### config.mk
export PLATFORM = sky130hd
export DESIGN_NAME = dsc_ctrl
export DESIGN_NICKNAME = d
export VERILOG_FILES = /design/src/rtl/dsc_pkg.sv /design/src/rtl/dsc_chan.sv /design/src/rtl/dsc_rr_arb.sv /design/src/rtl/dsc_exec_stub.sv /design/src/rtl/dsc_ctrl.sv
export SDC_FILE = /design/constraint.sdc
export NUM_CORES = 1
export LEC_CHECK = 0
export BUFFER_PORTS_ARGS = -buffer_cell sky130_fd_sc_hd__buf_2
export CAP_MARGIN = 10
export CORE_ASPECT_RATIO = 1.1
export CORE_MARGIN = 4
export CORE_UTILIZATION = 57
export CTS_BUF_LIST = sky130_fd_sc_hd__clkbuf_2 sky130_fd_sc_hd__clkbuf_4 sky130_fd_sc_hd__clkbuf_8
export DETAILED_ROUTE_END_ITERATION = 6
export PLACE_DENSITY_LB_ADDON = 0.3
export SETUP_SLACK_MARGIN = 0.1
export SYNTH_ARGS = -nofsm -noshare
export SYNTH_HDL_FRONTEND = slang
export SYNTH_SLANG_ARGS = --single-unit
### constraint.sdc
create_clock -name clk -period 3.49 [get_ports clk]
set_input_delay 0.698 -clock clk [delete_from_list [all_inputs] [get_ports clk]]
set_output_delay 0.698 -clock clk [all_outputs]
set_load 0.01 [all_outputs]
### src/rtl/dsc_pkg.sv
package dsc_pkg;

    typedef enum logic [2:0] {
        S_IDLE,
        S_FETCH_REQ,
        S_FETCH_WAIT,
        S_DECODE,
        S_EXEC,
        S_FINISH
    } dsc_state_e;

    localparam int DESC_WORDS = 8;
    localparam int W_LINK     = 0;
    localparam int W_CTRL0    = 1;
    localparam int W_CTRL1    = 2;
    localparam int W_SIZE     = 5;

    localparam logic [3:0] ERR_NONE = 4'd0;
    localparam logic [3:0] ERR_ADDR = 4'd1;
    localparam logic [3:0] ERR_SIZE = 4'd2;
    localparam logic [3:0] ERR_ALG  = 4'd3;

    localparam int C0_IRQ    = 0;
    localparam int C0_DEC    = 1;
    localparam int C0_CIPHER = 5;
    localparam int C0_HASH   = 6;

    localparam logic [3:0] HSEL_SHA1   = 4'd0;
    localparam logic [3:0] HSEL_SHA256 = 4'd2;
    localparam logic [3:0] CSEL_AES128 = 4'd0;

    localparam logic [31:0] CAP_VALUE = 32'h0005_0001;

    localparam logic [11:0] A_CTRL     = 12'h000;
    localparam logic [11:0] A_GSTAT    = 12'h010;
    localparam logic [11:0] A_GSTAT_CL = 12'h018;
    localparam logic [11:0] A_CHEN     = 12'h020;
    localparam logic [11:0] A_CAP      = 12'h040;
    localparam logic [11:0] A_CTXPTR   = 12'h050;

    localparam logic [3:0] PAGE_GLOBAL = 4'h0;
    localparam logic [3:0] PAGE_CHAN   = 4'h1;
    localparam logic [5:0] O_PTR       = 6'h00;
    localparam logic [5:0] O_SEMA      = 6'h10;
    localparam logic [5:0] O_STAT      = 6'h20;
    localparam logic [5:0] O_STAT_CL   = 6'h28;

endpackage

### src/rtl/dsc_chan.sv
module dsc_chan
    import dsc_pkg::*;
#(
    parameter int SEMA_W = 8
)(
    input  logic              clk,
    input  logic              rst_n,
    input  logic              enable,
    input  logic              ptr_we,
    input  logic              sema_we,
    input  logic              stat_cl_we,
    input  logic [31:0]       wdata,
    input  logic              fin,
    input  logic [3:0]        fin_err,
    input  logic              fin_dec,
    input  logic [31:0]       fin_link,
    output logic [31:0]       cmd_ptr,
    output logic [SEMA_W-1:0] sema,
    output logic [3:0]        stat_code,
    output logic              ready
);

    localparam logic [SEMA_W:0] SEMA_MAX = {1'b0, {SEMA_W{1'b1}}};

    logic [SEMA_W-1:0] add_val;
    logic [SEMA_W:0]   sum;
    logic [SEMA_W-1:0] sema_nxt;
    logic              fin_ok;

    assign fin_ok = fin && (fin_err == ERR_NONE);

    always_comb begin
        add_val = (sema_we && enable) ? wdata[SEMA_W-1:0] : '0;
        sum     = {1'b0, sema} + {1'b0, add_val};
        if (fin_ok && fin_dec && (sum != '0)) begin
            sum = sum - 1'b1;
        end
        sema_nxt = (sum > SEMA_MAX) ? SEMA_MAX[SEMA_W-1:0] : sum[SEMA_W-1:0];
        if (fin && !fin_ok) begin
            sema_nxt = '0;
        end
    end

    always_ff @(posedge clk or negedge rst_n) begin
        if (!rst_n) begin
            cmd_ptr   <= '0;
            sema      <= '0;
            stat_code <= ERR_NONE;
        end else begin
            sema <= sema_nxt;
            if (ptr_we) begin
                cmd_ptr <= wdata;
            end else if (fin_ok) begin
                cmd_ptr <= fin_link;
            end
            if (fin) begin
                stat_code <= fin_err;
            end else if (stat_cl_we) begin
                stat_code <= stat_code & ~wdata[3:0];
            end
        end
    end

    assign ready = enable && (sema != '0) && (cmd_ptr != '0);

endmodule

### src/rtl/dsc_rr_arb.sv
module dsc_rr_arb #(
    parameter int N = 4
)(
    input  logic [N-1:0]         req,
    input  logic [$clog2(N)-1:0] last,
    output logic                 gnt_any,
    output logic [$clog2(N)-1:0] gnt_idx
);

    localparam int IDX_W = $clog2(N);

    always_comb begin
        gnt_any = 1'b0;
        gnt_idx = '0;
        for (int k = 1; k <= N; k++) begin
            if (!gnt_any && req[(int'(last) + k) % N]) begin
                gnt_any = 1'b1;
                gnt_idx = IDX_W'((int'(last) + k) % N);
            end
        end
    end

endmodule

### src/rtl/dsc_exec_stub.sv
module dsc_exec_stub #(
    parameter int LAT = 6
)(
    input  logic clk,
    input  logic rst_n,
    input  logic start,
    output logic done
);

    localparam int CNT_W = $clog2(LAT + 1);

    logic [CNT_W-1:0] cnt;
    logic             run;

    always_ff @(posedge clk or negedge rst_n) begin
        if (!rst_n) begin
            run <= 1'b0;
            cnt <= '0;
        end else if (start) begin
            run <= 1'b1;
            cnt <= CNT_W'(LAT - 1);
        end else if (run) begin
            if (cnt == '0) begin
                run <= 1'b0;
            end else begin
                cnt <= cnt - 1'b1;
            end
        end
    end

    assign done = run && (cnt == '0);

endmodule

### src/rtl/dsc_ctrl.sv
module dsc_ctrl
    import dsc_pkg::*;
#(
    parameter int          NUM_CH   = 4,
    parameter int          SEMA_W   = 8,
    parameter int          EXEC_LAT = 6,
    parameter logic [31:0] ROM_BASE = 32'hFFFF_0000
)(
    input  logic                      clk,
    input  logic                      rst_n,
    input  logic                      reg_we,
    input  logic [11:0]               reg_addr,
    input  logic [31:0]               reg_wdata,
    output logic [31:0]               reg_rdata,
    output logic                      mem_rd_valid,
    input  logic                      mem_rd_ready,
    output logic [31:0]               mem_rd_addr,
    input  logic                      mem_rsp_valid,
    input  logic [31:0]               mem_rsp_data,
    output logic                      exec_start,
    output logic [$clog2(NUM_CH)-1:0] exec_chan,
    output logic                      irq
);

    localparam int CH_W  = $clog2(NUM_CH);
    localparam int IDX_W = $clog2(DESC_WORDS);

    dsc_state_e state, state_nxt;

    logic [31:0]       ctrl_reg, ctx_ptr;
    logic [7:0]        chan_en;
    logic [NUM_CH-1:0] flags, flag_set, flag_clr;

    logic [31:0]       ch_ptr  [NUM_CH];
    logic [SEMA_W-1:0] ch_sema [NUM_CH];
    logic [3:0]        ch_stat [NUM_CH];
    logic [NUM_CH-1:0] ch_ready;

    logic [CH_W-1:0]   cur_ch, last_ch, gnt_idx;
    logic              gnt_any;
    logic [31:0]       job_ptr;
    logic [IDX_W-1:0]  idx;
    logic [31:0]       d_link, d_c0, d_c1, d_size;
    logic [3:0]        job_err, dec_err;
    logic [31:0]       fetch_addr;
    logic              fetch_bad, exec_done, fin;

    logic              chan_page, glob_page;
    logic [CH_W-1:0]   page_ch;
    logic [5:0]        page_off;

    assign glob_page = (reg_addr[11:8] == PAGE_GLOBAL);
    assign chan_page = (reg_addr[11:8] == PAGE_CHAN) && (int'(reg_addr[7:6]) < NUM_CH);
    assign page_ch   = CH_W'(reg_addr[7:6]);
    assign page_off  = reg_addr[5:0];

    // global registers
    always_ff @(posedge clk or negedge rst_n) begin
        if (!rst_n) begin
            ctrl_reg <= '0;
            ctx_ptr  <= '0;
            chan_en  <= '0;
            flags    <= '0;
        end else begin
            if (reg_we && reg_addr == A_CTRL)   ctrl_reg <= reg_wdata;
            if (reg_we && reg_addr == A_CTXPTR) ctx_ptr  <= reg_wdata;
            if (reg_we && reg_addr == A_CHEN)   chan_en  <= reg_wdata[7:0];
            flags <= (flags & ~flag_clr) | flag_set;
        end
    end

    always_comb begin
        flag_set = '0;
        if (fin && (job_err != ERR_NONE || d_c0[C0_IRQ])) begin
            flag_set[cur_ch] = 1'b1;
        end
        flag_clr = (reg_we && reg_addr == A_GSTAT_CL) ? reg_wdata[NUM_CH-1:0] : '0;
    end

    assign irq = |flags;

    // per-channel register sets
    for (genvar n = 0; n < NUM_CH; n++) begin : g_ch
        dsc_chan #(.SEMA_W(SEMA_W)) u_chan (
            .clk        (clk),
            .rst_n      (rst_n),
            .enable     (chan_en[n]),
            .ptr_we     (reg_we && chan_page && int'(page_ch) == n && page_off == O_PTR),
            .sema_we    (reg_we && chan_page && int'(page_ch) == n && page_off == O_SEMA),
            .stat_cl_we (reg_we && chan_page && int'(page_ch) == n && page_off == O_STAT_CL),
            .wdata      (reg_wdata),
            .fin        (fin && int'(cur_ch) == n),
            .fin_err    (job_err),
            .fin_dec    (d_c0[C0_DEC]),
            .fin_link   (d_link),
            .cmd_ptr    (ch_ptr[n]),
            .sema       (ch_sema[n]),
            .stat_code  (ch_stat[n]),
            .ready      (ch_ready[n])
        );
    end

    // read mux
    always_comb begin
        reg_rdata = '0;
        if (glob_page) begin
            case (reg_addr[7:0])
                A_CTRL[7:0]:   reg_rdata = ctrl_reg;
                A_GSTAT[7:0]:  reg_rdata = 32'(flags);
                A_CHEN[7:0]:   reg_rdata = {24'b0, chan_en};
                A_CAP[7:0]:    reg_rdata = CAP_VALUE;
                A_CTXPTR[7:0]: reg_rdata = ctx_ptr;
                default:       reg_rdata = '0;
            endcase
        end else if (chan_page) begin
            case (page_off)
                O_PTR:   reg_rdata = ch_ptr[page_ch];
                O_SEMA:  reg_rdata = 32'(ch_sema[page_ch]);
                O_STAT:  reg_rdata = 32'(ch_stat[page_ch]);
                default: reg_rdata = '0;
            endcase
        end
    end

    dsc_rr_arb #(.N(NUM_CH)) u_arb (
        .req     (ch_ready),
        .last    (last_ch),
        .gnt_any (gnt_any),
        .gnt_idx (gnt_idx)
    );

    dsc_exec_stub #(.LAT(EXEC_LAT)) u_exec (
        .clk   (clk),
        .rst_n (rst_n),
        .start (exec_start),
        .done  (exec_done)
    );

    assign fetch_addr = job_ptr + (32'(idx) << 2);
    assign fetch_bad  = (fetch_addr >= ROM_BASE);

    // decode checks, algorithm before size
    always_comb begin
        dec_err = ERR_NONE;
        if ((d_c0[C0_HASH] && d_c1[19:16] != HSEL_SHA1 && d_c1[19:16] != HSEL_SHA256) ||
            (d_c0[C0_CIPHER] && d_c1[3:0] != CSEL_AES128)) begin
            dec_err = ERR_ALG;
        end else if (d_c0[C0_CIPHER] && d_size[3:0] != 4'd0) begin
            dec_err = ERR_SIZE;
        end
    end

    // state register
    always_ff @(posedge clk or negedge rst_n) begin
        if (!rst_n) state <= S_IDLE;
        else        state <= state_nxt;
    end

    // transitions
    always_comb begin
        state_nxt = state;
        unique case (state)
            S_IDLE:       if (gnt_any) state_nxt = S_FETCH_REQ;
            S_FETCH_REQ:  if (fetch_bad) state_nxt = S_FINISH;
                          else if (mem_rd_ready) state_nxt = S_FETCH_WAIT;
            S_FETCH_WAIT: if (mem_rsp_valid) state_nxt = (idx == IDX_W'(DESC_WORDS - 1)) ? S_DECODE : S_FETCH_REQ;
            S_DECODE:     state_nxt = (dec_err != ERR_NONE) ? S_FINISH : S_EXEC;
            S_EXEC:       if (exec_done) state_nxt = S_FINISH;
            S_FINISH:     state_nxt = S_IDLE;
            default:      state_nxt = S_IDLE;
        endcase
    end

    // outputs
    always_comb begin
        mem_rd_valid = (state == S_FETCH_REQ) && !fetch_bad;
        mem_rd_addr  = fetch_addr;
        exec_start   = (state == S_DECODE) && (dec_err == ERR_NONE);
        exec_chan    = cur_ch;
        fin          = (state == S_FINISH);
    end

    // job datapath
    always_ff @(posedge clk or negedge rst_n) begin
        if (!rst_n) begin
            cur_ch  <= '0;
            last_ch <= CH_W'(NUM_CH - 1);
            job_ptr <= '0;
            idx     <= '0;
            job_err <= ERR_NONE;
            d_link  <= '0;
            d_c0    <= '0;
            d_c1    <= '0;
            d_size  <= '0;
        end else begin
            unique case (state)
                S_IDLE: if (gnt_any) begin
                    cur_ch  <= gnt_idx;
                    last_ch <= gnt_idx;
                    job_ptr <= ch_ptr[gnt_idx];
                    idx     <= '0;
                    job_err <= ERR_NONE;
                end
                S_FETCH_REQ: if (fetch_bad) job_err <= ERR_ADDR;
                S_FETCH_WAIT: if (mem_rsp_valid) begin
                    case (int'(idx))
                        W_LINK:  d_link <= mem_rsp_data;
                        W_CTRL0: d_c0   <= mem_rsp_data;
                        W_CTRL1: d_c1   <= mem_rsp_data;
                        W_SIZE:  d_size <= mem_rsp_data;
                        default: ;
                    endcase
                    idx <= idx + 1'b1;
                end
                S_DECODE: job_err <= dec_err;
                default: ;
            endcase
        end
    end

endmodule

== Yosys cells after proc, flatten, opt, wreduce, memory -nomap -nowiden ==
Cells that the tools add are included.

* Bitwise logic cells: 14
* Add/subtract/negate cells: 15
* Reductions and logical operators: 128
* Mux-type cells: 94
* Eq/ne operators: 33
* Magnitude comparators: 13

{| class="wikitable"
|+ Operators with widths
! cell !! count
|-
| $mux 32 || 14
|-
| $pmux 32 s5 || 1
|-
| $bmux 32 s2 || 2
|-
| $reduce_bool 32->1 || 4
|-
| $mux 8 || 14
|-
| $pmux 32 s3 || 1
|-
| $logic_and 1x1->1 || 65
|-
| $mux 4 || 14
|-
| $add 8x8->9 || 4
|-
| $gt 9x8->1 const B || 4
|-
| $mux 9 || 4
|-
| $reduce_bool 9->1 || 4
|-
| $sub 9x1->9 const B || 4
|-
| $add 32x5->32 || 1
|-
| $ge 32x32->1 const B || 1
|-
| $reduce_bool 8->1 || 4
|-
| $mux 3 || 10
|-
| $and 4x4->4 || 5
|-
| $reduce_bool 2->1 || 10
|-
| $reduce_bool 4->1 || 5
|-
| $reduce_and 3->1 || 6
|-
| $mux 1 || 17
|-
| $bmux 8 s2 || 1
|-
| $eq 8x7->1 const B || 2
|-
| 48 further kinds || 100
|}

* Output and inout port bits: 69
* Flip-flop bits (word level): 365
* Logic and storage cells: 325

== Depth between registers and ports, before layout ==
Gate-level depths: netlist of run 1.

* Depth after elaboration: 20
* Gate-level depth with buffers: 16

== Cells and area by module ==
From an unflattened synthesis of run 1, not the netlist that was laid out.

* Cell total of the unflattened synthesis: 2064
* Area total of the unflattened synthesis: 21888.5 sq um

{| class="wikitable"
|+ By module, submodules not included
! module !! area each (sq um) !! cells an instance !! sequential area each (sq um) !! times used
|-
| dsc_ctrl || 10184.8 || 829 || 4181.5 || 1
|-
| dsc_chan (g_ch[0].u_chan ...) || 2890.3 || 304 || 1101.1 || 3
|-
| dsc_chan (g_ch[1].u_chan) || 2715.1 || 288 || 1101.1 || 1
|-
| dsc_exec_stub || 226.5 || 21 || 100.1 || 1
|-
| dsc_rr_arb || 91.3 || 14 || 0.0 || 1
|}

== Least setup slack after synthesis of run 1 ==
No wires, ideal clock.

* Kind: input-to-reg
* From: input port reg_addr[1]
* To: register g_ch[2].u_chan.sema[1]
* Buffers on the path: 0
* Setup time: 0.078 ns
* Stages: 15
* Data arrival time: 4.465 ns
* Path slack: -1.053 ns
* Cells stage by stage: or4_1 nor2_1 nand2_1 nor2_1 and3_1 and2_1 ha_1 fa_1 inv_1 ha_1 inv_1 or4_1 o31ai_2 mux2_2 a21oi_1

* Longest elaborated chain between the ends: 11
* Elaborated cells on any way between the ends: 12
* Those cells by class: 2 x add/sub; 1 x order compare; 1 x eq/ne; 4 x mux; 4 x reduce/logical

{| class="wikitable"
|+ Ends and longest elaborated chain
! item !! line !! source
|-
| from (decl) || dsc_ctrl.sv:12 || <nowiki>input logic [11:0] reg_addr,</nowiki>
|-
| $eq 6x5->1 * || dsc_ctrl.sv:89 || <nowiki>.sema_we (reg_we && chan_page && int'(page_ch) == n && page_off == O_SEMA),</nowiki>
|-
| $logic_and 1x1->1 * || dsc_ctrl.sv:89 ||
|-
| $logic_and 1x1->1 * || dsc_chan.sv:33 || <nowiki>add_val = (sema_we && enable) ? wdata[SEMA_W-1:0] : '0;</nowiki>
|-
| $mux 8 * || dsc_chan.sv:33 ||
|-
| $add 8x8->9 * || dsc_chan.sv:34 || <nowiki>sum = {1'b0, sema} + {1'b0, add_val};</nowiki>
|-
| branches (longest 2 deep; another with $sub 9x1->9) || - ||
|-
| $mux 9 * || dsc_chan.sv:35 || <nowiki>if (fin_ok && fin_dec && (sum != '0)) begin</nowiki>
|-
| $gt 9x8->1 || dsc_chan.sv:38 || <nowiki>sema_nxt = (sum > SEMA_MAX) ? SEMA_MAX[SEMA_W-1:0] : sum[SEMA_W-1:0];</nowiki>
|-
| $mux 8 * || dsc_chan.sv:38 ||
|-
| $mux 8 * || dsc_chan.sv:39 || <nowiki>if (fin && !fin_ok) begin</nowiki>
|-
| net g_ch[2].u_chan.sema_nxt[1] || dsc_chan.sv:27 || <nowiki>logic [SEMA_W-1:0] sema_nxt;</nowiki>
|-
| to (signal assigned) || dsc_chan.sv:50 || <nowiki>sema <= sema_nxt;</nowiki>
|-
| to (decl) || dsc_chan.sv:18 || <nowiki>output logic [SEMA_W-1:0] sema,</nowiki>
|}

Mark *: on every way through the listed nets, which the timed path passes.
A chain may end at the register's enable or synchronous reset.

== Worst setup path after layout of run 1 ==
* From: register idx[0]
* To: output port mem_rd_valid

* Longest elaborated chain between the ends: 4

{| class="wikitable"
|+ Ends and longest elaborated chain
! item !! line !! source
|-
| from (decl) || dsc_ctrl.sv:42 || <nowiki>logic [IDX_W-1:0] idx;</nowiki>
|-
| from (signal assigned) || dsc_ctrl.sv:213 || <nowiki>idx <= idx + 1'b1;</nowiki>
|-
| $add 32x5->32 || dsc_ctrl.sv:139 || <nowiki>assign fetch_addr = job_ptr + (32'(idx) << 2);</nowiki>
|-
| $ge 32x32->1 || dsc_ctrl.sv:140 || <nowiki>assign fetch_bad = (fetch_addr >= ROM_BASE);</nowiki>
|-
| $logic_not 1->1 || dsc_ctrl.sv:176 || <nowiki>mem_rd_valid = (state == S_FETCH_REQ) && !fetch_bad;</nowiki>
|-
| $logic_and 1x1->1 || dsc_ctrl.sv:176 ||
|-
| to (decl) || dsc_ctrl.sv:15 || <nowiki>output logic mem_rd_valid,</nowiki>
|}

No other way between the ends.

==> results.sh, run 1 <==
export IMPL_r2r_setup_slack_ns=0.20
export IMPL_crit_arrival_ns=3.59
export IMPL_synth_area_leaders="dfrtp_1 41%, mux2i_1 8.2%, mux2_2 6.5%"
export IMPL_num_fill_cells=2343
export IMPL_rsz0062_at_grt="true"
export IMPL_outcome="finished, violations left"
export IMPL_crit_chain="ha_2, inv_2, fa_2, nand2b_4, a2111oi_4, buf_4, and2_4, o211ai_1, a31o_1, a41o_1, nor2_2, buf_2"
export IMPL_portBuffers=149
export IMPL_worstPathRequired_ns=2.79
export IMPL_relSlewSlack_pct=27.5
export IMPL_whs_ns=0.0152
export IMPL_dieArea_mm2=0.0403
export IMPL_placed_cells=2854
export IMPL_multi_input_area_mm2=0.0133
export IMPL_yosys_top_cells_count="345 x dfrtp_1, 228 x nor2_1, 173 x mux2i_1"
export IMPL_violations="DRC, setup timing"
export IMPL_route_vias_total=19807
export IMPL_r2r_start="chan_en[2]"
export IMPL_yosysSeqAreaShare_pct=41.0
export IMPL_timing_final_ws_setup_ns=-0.800
export IMPL_cts_max_path_buffers=3
export IMPL_initial_core_util_pct=58.2
export IMPL_cpPeakStageDelay_ns=0.43
export IMPL_finalSetupTns_ns=-7.34
export IMPL_p_leak_nw=12.7
export IMPL_vdd_ir_drop_max_v=0.000401
export IMPL_r2r_end="g_ch[2].u_chan.sema[0]"
export IMPL_routed_wl_um=73700
export IMPL_drtPass1Iterations=7
export IMPL_clk_pin_slew_ns=0.06
export IMPL_critPathKind="reg2out"
export IMPL_syn_area_mm2=0.0212
export IMPL_antenna_found_initial=2
export IMPL_power_density_mw_per_mm2=419
export IMPL_cts_sinks=347
export IMPL_track_usage_pct=35.1
export IMPL_die_x_um=192
export IMPL_avgSynthCellArea_um2=10.0
export IMPL_area_growth_pct=29.3
export IMPL_synth_edf_count=0
export IMPL_syn_inst=2111
export IMPL_tritoncts="yes"
export IMPL_cp_max_fo=5
export IMPL_synthArstFlopShare_pct=100
export IMPL_yosysMostFrequentCell="dfrtp_1"
export IMPL_fin_cells=3006
export IMPL_startpoint_type="register"
export IMPL_cp_end_kind="output port"
export IMPL_grt_overflow=0
export IMPL_htreeDepth=2
export IMPL_drive_gt1_share_pct=39.1
export IMPL_hpwl_um=48500
export IMPL_clock_fmax_mhz=233
export IMPL_fin_crit_sh_pct=123
export IMPL_fp_coreArea_mm2=0.0364
export IMPL_wl_per_cell_um=24.5
export IMPL_regArea_mm2=0.00869
export IMPL_die_h_um=210
export IMPL_fp_row_count=73
export IMPL_synth_area_leader_cell="dfrtp_1"
export IMPL_min_period_ns=4.29
export IMPL_clock_latency_ns=0.69
export IMPL_clock_skew_ns=0.0504
export IMPL_synth_cell_type_count=92
export IMPL_antenna_left=0
export IMPL_pre_cts_ws_ns=-0.872
export IMPL_ys_warnings_count=0
export IMPL_synthesis_nets=2247
export IMPL_ys_ff_latch=347
export IMPL_route_detailed_drc=5
export IMPL_setup_viol=47
export IMPL_worstMarginPinSlew_ns=1.08
export IMPL_final_nets=2614
export IMPL_largest_register="g_ch.u_chan.cmd_ptr"
export IMPL_synth_top_area_share_pct=40.7
export IMPL_grt_pass1_vias=19810
export IMPL_slowest_stage="dfrtp_1"
export IMPL_maxSlewViolCount=0
export IMPL_grt_max_degree=78
export IMPL_cts_root_buf="clkbuf_8"
export IMPL_routed_via_density=6.59
export IMPL_ios=150
export IMPL_largest_register_ffs=128
export IMPL_gp_congestion=0.962
export IMPL_min_path_type="in2async"
export IMPL_dr_first_iter_drc_count=2182
export IMPL_hold_viol=0
export IMPL_startpoint="idx[0]"
export IMPL_grt_pass1_wl_um=112000
export IMPL_cts_made_buffers=58
export IMPL_yosys_most_used_dff="dfrtp_1"
export IMPL_postLayoutCellArea_mm2=0.0274
export IMPL_placed_cell_area_mm2=0.0244
export IMPL_r2r_cells=13
export IMPL_cap_violations=0
[cells in the final DEF (no fill, tap or decap), types with 30 or more instances in the layout]
master	synthesis	final
mux2i_1	173	171
nor4_1	44	41
o22ai_1	37	30
a31oi_1	48	45
mux4_2	44	44
dfrtp_1	345	345
buf_2	24	143
a21oi_1	150	134
buf_4	6	230
clkbuf_8	0	75
mux2_2	122	120
nand2_1	144	132
o21ai_0	53	33
inv_1	75	67
buf_6	1	34
nor2_1	228	220
[final cells by class]
cell class              count  share of cell area, %
inverters                  75                   1.03
repair buffers            429                   11.9
flip-flops and latches    347                   31.7
well taps                 487                   2.22
diodes                      3                 0.0274
clock inverters             8                  0.393
clock buffers              90                   4.18
multi-input cells        1567                   48.6
[power by group]
group          leakage, nW  switching, mW  internal (mW)
clock network        0.666           1.76           2.22
registers             4.10          0.650           4.50
logic                 7.96           1.21           1.13
[per-layer routing]
layer | wire (um) | up-vias | GRT usage [%]
li1 | - | 8577 | -
met1 | 28300 | 9801 | 47.9
met2 | 34600 | 1206 | 55.6
met3 | 7850 | 223 | 7.60
met4 | 2910 | 0 | 12.8
met5 | 0 | - | 0
[worst max-delay path: cells and delay by family (launching register included)]
kind            cells  cell delay [ns]
compound gates      4             1.04
fa+ha+maj           2             0.56
simple gates        3             0.47
flops               1             0.43
buf+inv             3             0.42
[logic make-up (layout without fill, tap and decap cells)]
kind of cell             count (synthesis)  count (layout)  share of synthesized area (%)
buffers and inverters                  197             602                           3.78
AO/OA/AOI/OAI                          484             484                           15.7
multiplexers                           339             339                           19.3
other                                    0               3                              0
XOR/XNOR                                49              49                           2.02
AND/OR/NAND/NOR                        640             640                           14.7
flip-flops                             347             347                           41.0
adder cells (fa/ha/maj)                 55              55                           3.42
[what timing repair did]
item                       in CTS  in global routing
resized for setup             189                 87
pin swaps                     122                 78
cloned                          2                  1
hold buffers                    0                  0
buffers inserted               34                 17
setup endpoints to repair      88                114
[worst max-delay path by stage]
stage                             endpoint  depth (start not counted)
floorplan           g_ch[2].u_chan.sema[1]                         15
global placement    g_ch[2].u_chan.sema[1]                         17
detailed placement  g_ch[2].u_chan.sema[3]                         16
CTS                           mem_rd_valid                         11
global route                  mem_rd_valid                         11
finish                        mem_rd_valid                         12
[metrics by stage]
stage               utilization, %  total power, mW
global placement              66.9             7.18
finish                        75.2             11.5
detailed placement            66.9             7.31
CTS                           73.6             11.4
floorplan                        -             6.36
global route                  75.2             11.9
(Power assumes the default switching activity.)
==> inputs of run 2 (changes only) <==
- clock period: 3.49 -> 3.5 ns (I/O delays scaled with it)
==> results.sh, run 2 (synthesized netlist as in run 1, its figures left out) <==
export IMPL_p_leak_nw=12.9
export IMPL_num_fill_cells=2289
export IMPL_final_nets=2629
export IMPL_fp_coreArea_mm2=0.0364
export IMPL_fp_row_count=73
export IMPL_clk_pin_slew_ns=0.06
export IMPL_layout_common_cells="344 x dfrtp_1, 234 x buf_4, 220 x nor2_1"
export IMPL_clock_fmax_mhz=232
export IMPL_min_period_ns=4.32
export IMPL_outcome="finished, violations left"
export IMPL_cts_max_path_buffers=3
export IMPL_antenna_left=0
export IMPL_antenna_found_initial=1
export IMPL_intPower_mw=7.95
export IMPL_timing_final_ws_setup_ns=-0.817
export IMPL_fin_crit_sh_pct=123
export IMPL_initial_core_util_pct=58.2
export IMPL_rsz0062_at_grt="true"
export IMPL_regArea_mm2=0.00869
export IMPL_route_detailed_drc=2
export IMPL_largest_register_ffs=128
export IMPL_slowest_stage="a2111oi_4"
export IMPL_min_path_type="in2async"
export IMPL_violations="DRC, setup timing"
export IMPL_cap_violations=0
export IMPL_clock_latency_ns=0.67
export IMPL_worstPathRequired_ns=2.80
export IMPL_grt_pass1_wl_um=113000
export IMPL_dieArea_mm2=0.0403
export IMPL_whs_ns=0.0863
export IMPL_cts_made_buffers=58
export IMPL_swShare_pct=31.5
export IMPL_route_vias_total=20195
export IMPL_die_x_um=192
export IMPL_grt_pass1_vias=20303
export IMPL_pre_cts_ws_ns=-0.917
export IMPL_largest_register="g_ch.u_chan.cmd_ptr"
export IMPL_portBuffers=149
export IMPL_grt_max_degree=106
export IMPL_clock_skew_ns=0.0295
export IMPL_power_density_mw_per_mm2=418
export IMPL_worstMarginPinSlew_ns=1.08
export IMPL_setup_viol=57
export IMPL_routed_wl_um=75300
export IMPL_crit_arrival_ns=3.62
export IMPL_multi_input_area_mm2=0.0134
export IMPL_relSlewSlack_pct=27.7
export IMPL_combPwrFrac_pct=20.3
export IMPL_fin_cells=3029
export IMPL_htreeDepth=2
export IMPL_wl_per_cell_um=24.9
export IMPL_die_h_um=210
export IMPL_area_growth_pct=30.9
export IMPL_gp_congestion=0.985
export IMPL_hold_viol=0
export IMPL_hpwl_um=48600
export IMPL_dr_first_iter_drc_count=2364
export IMPL_cts_root_buf="clkbuf_8"
export IMPL_pwr_share_clk_pct=35.2
export IMPL_mostFrequentLayoutCell="dfrtp_1"
export IMPL_cp_end_kind="output port"
export IMPL_drive_gt1_share_pct=40.0
export IMPL_switching_power_mw=3.66
export IMPL_routed_via_density=6.67
export IMPL_drtPass1Iterations=7
export IMPL_track_usage_pct=35.5
export IMPL_placed_cells=2864
export IMPL_p_seq_share_pct=44.5
export IMPL_cp_max_fo=5
export IMPL_grt_overflow=0
export IMPL_ios=150
export IMPL_crit_chain="ha_4, inv_2, fa_2, nand2b_4, a2111oi_4, buf_4, and2_4, o211ai_1, a31o_1, a41o_1, nor2_2, buf_2"
export IMPL_maxSlewViolCount=0
export IMPL_startpoint_type="register"
export IMPL_cts_sinks=347
export IMPL_critPathKind="reg2out"
export IMPL_tritoncts="yes"
export IMPL_cpPeakStageDelay_ns=0.48
export IMPL_vdd_ir_drop_max_v=0.000357
run 2: changes by cell type in the layout (fill, tap and decap cells not counted), sizes merged:
cell    change
diode       -1
clkbuf     +10
inv         +1
buf        +13
run 2: cell type report:
cell class,instances,area share (%)
inverters,75,1.02
repair buffers,444,12.4
multi-input cells,1567,48.3
diodes,2,0.0180
flip-flops and latches,347,31.3
well taps,487,2.20
clock inverters,9,0.438
clock buffers,98,4.34
run 2: power groups by stage:
| stage | sequential [mW] | clock, mW | combinational [mW] |
|---|---|---|---|
| global route | 5.21 | 4.28 | 2.52 |
| global placement | 5.11 | 0 | 2.05 |
| detailed placement | 5.14 | 0 | 2.14 |
| finish | 5.17 | 4.08 | 2.35 |
| CTS | 5.10 | 4.10 | 2.22 |
| floorplan | 4.91 | 0 | 1.43 |
run 2: worst paths after layout:
kind                                             start                     endpoint  cells past startpoint  slack, ns
max                                             idx[0]                 mem_rd_valid                     12      -0.82
min                                              rst_n       g_ch[2].u_chan.sema[7]                      1       0.09
max reg2reg                  g_ch[3].u_chan.cmd_ptr[6]                  job_ptr[12]                      8      -0.08
min reg2reg                g_ch[2].u_chan.stat_code[3]  g_ch[2].u_chan.stat_code[3]                      2       0.50
max in group asynchronous                        rst_n                       idx[0]                      2       2.48
min in group clk                      mem_rsp_data[23]                   d_link[23]                      2       0.26
run 2: what timing repair did:
action,4_1_cts,5_1_grt
pin swaps,99,104
resized for setup,170,136
setup buffers,37,19
hold buffers,0,0
endpoints found under the setup margin,90,113
gates cloned,2,2
run 2: per-layer routing:
layer	GRT usage [%]	share of wire, %	up-vias	routed length, um
met3	9.32	11	336	8600
met1	47.8	38	9945	28300
met2	54.8	46	1307	34400
met4	15.5	5.3	0	3990
li1	-	-	8607	-
met5	0	0	-	0
run 2: per-stage QoR:
step                total power [mW]  setup TNS [ns]  area, um^2  utilization, %
finish                          11.6          -12.36       27700            76.1
floorplan                       6.34          -13.54       21600               -
detailed placement              7.28          -25.96       24500            67.1
CTS                             11.4           -8.21       26900            73.7
global route                    12.0          -16.79       27700            76.1
global placement                7.16          -22.51       24500            67.1
run 2: critical path, delay by kind of cell (launching register included):
family | cells | cell delay, ns
flip-flops | 1 | 0.44
adder cells (fa/ha/maj) | 2 | 0.49
AO/OA/AOI/OAI | 4 | 1.10
AND/OR/NAND/NOR | 3 | 0.49
buffers and inverters | 3 | 0.42
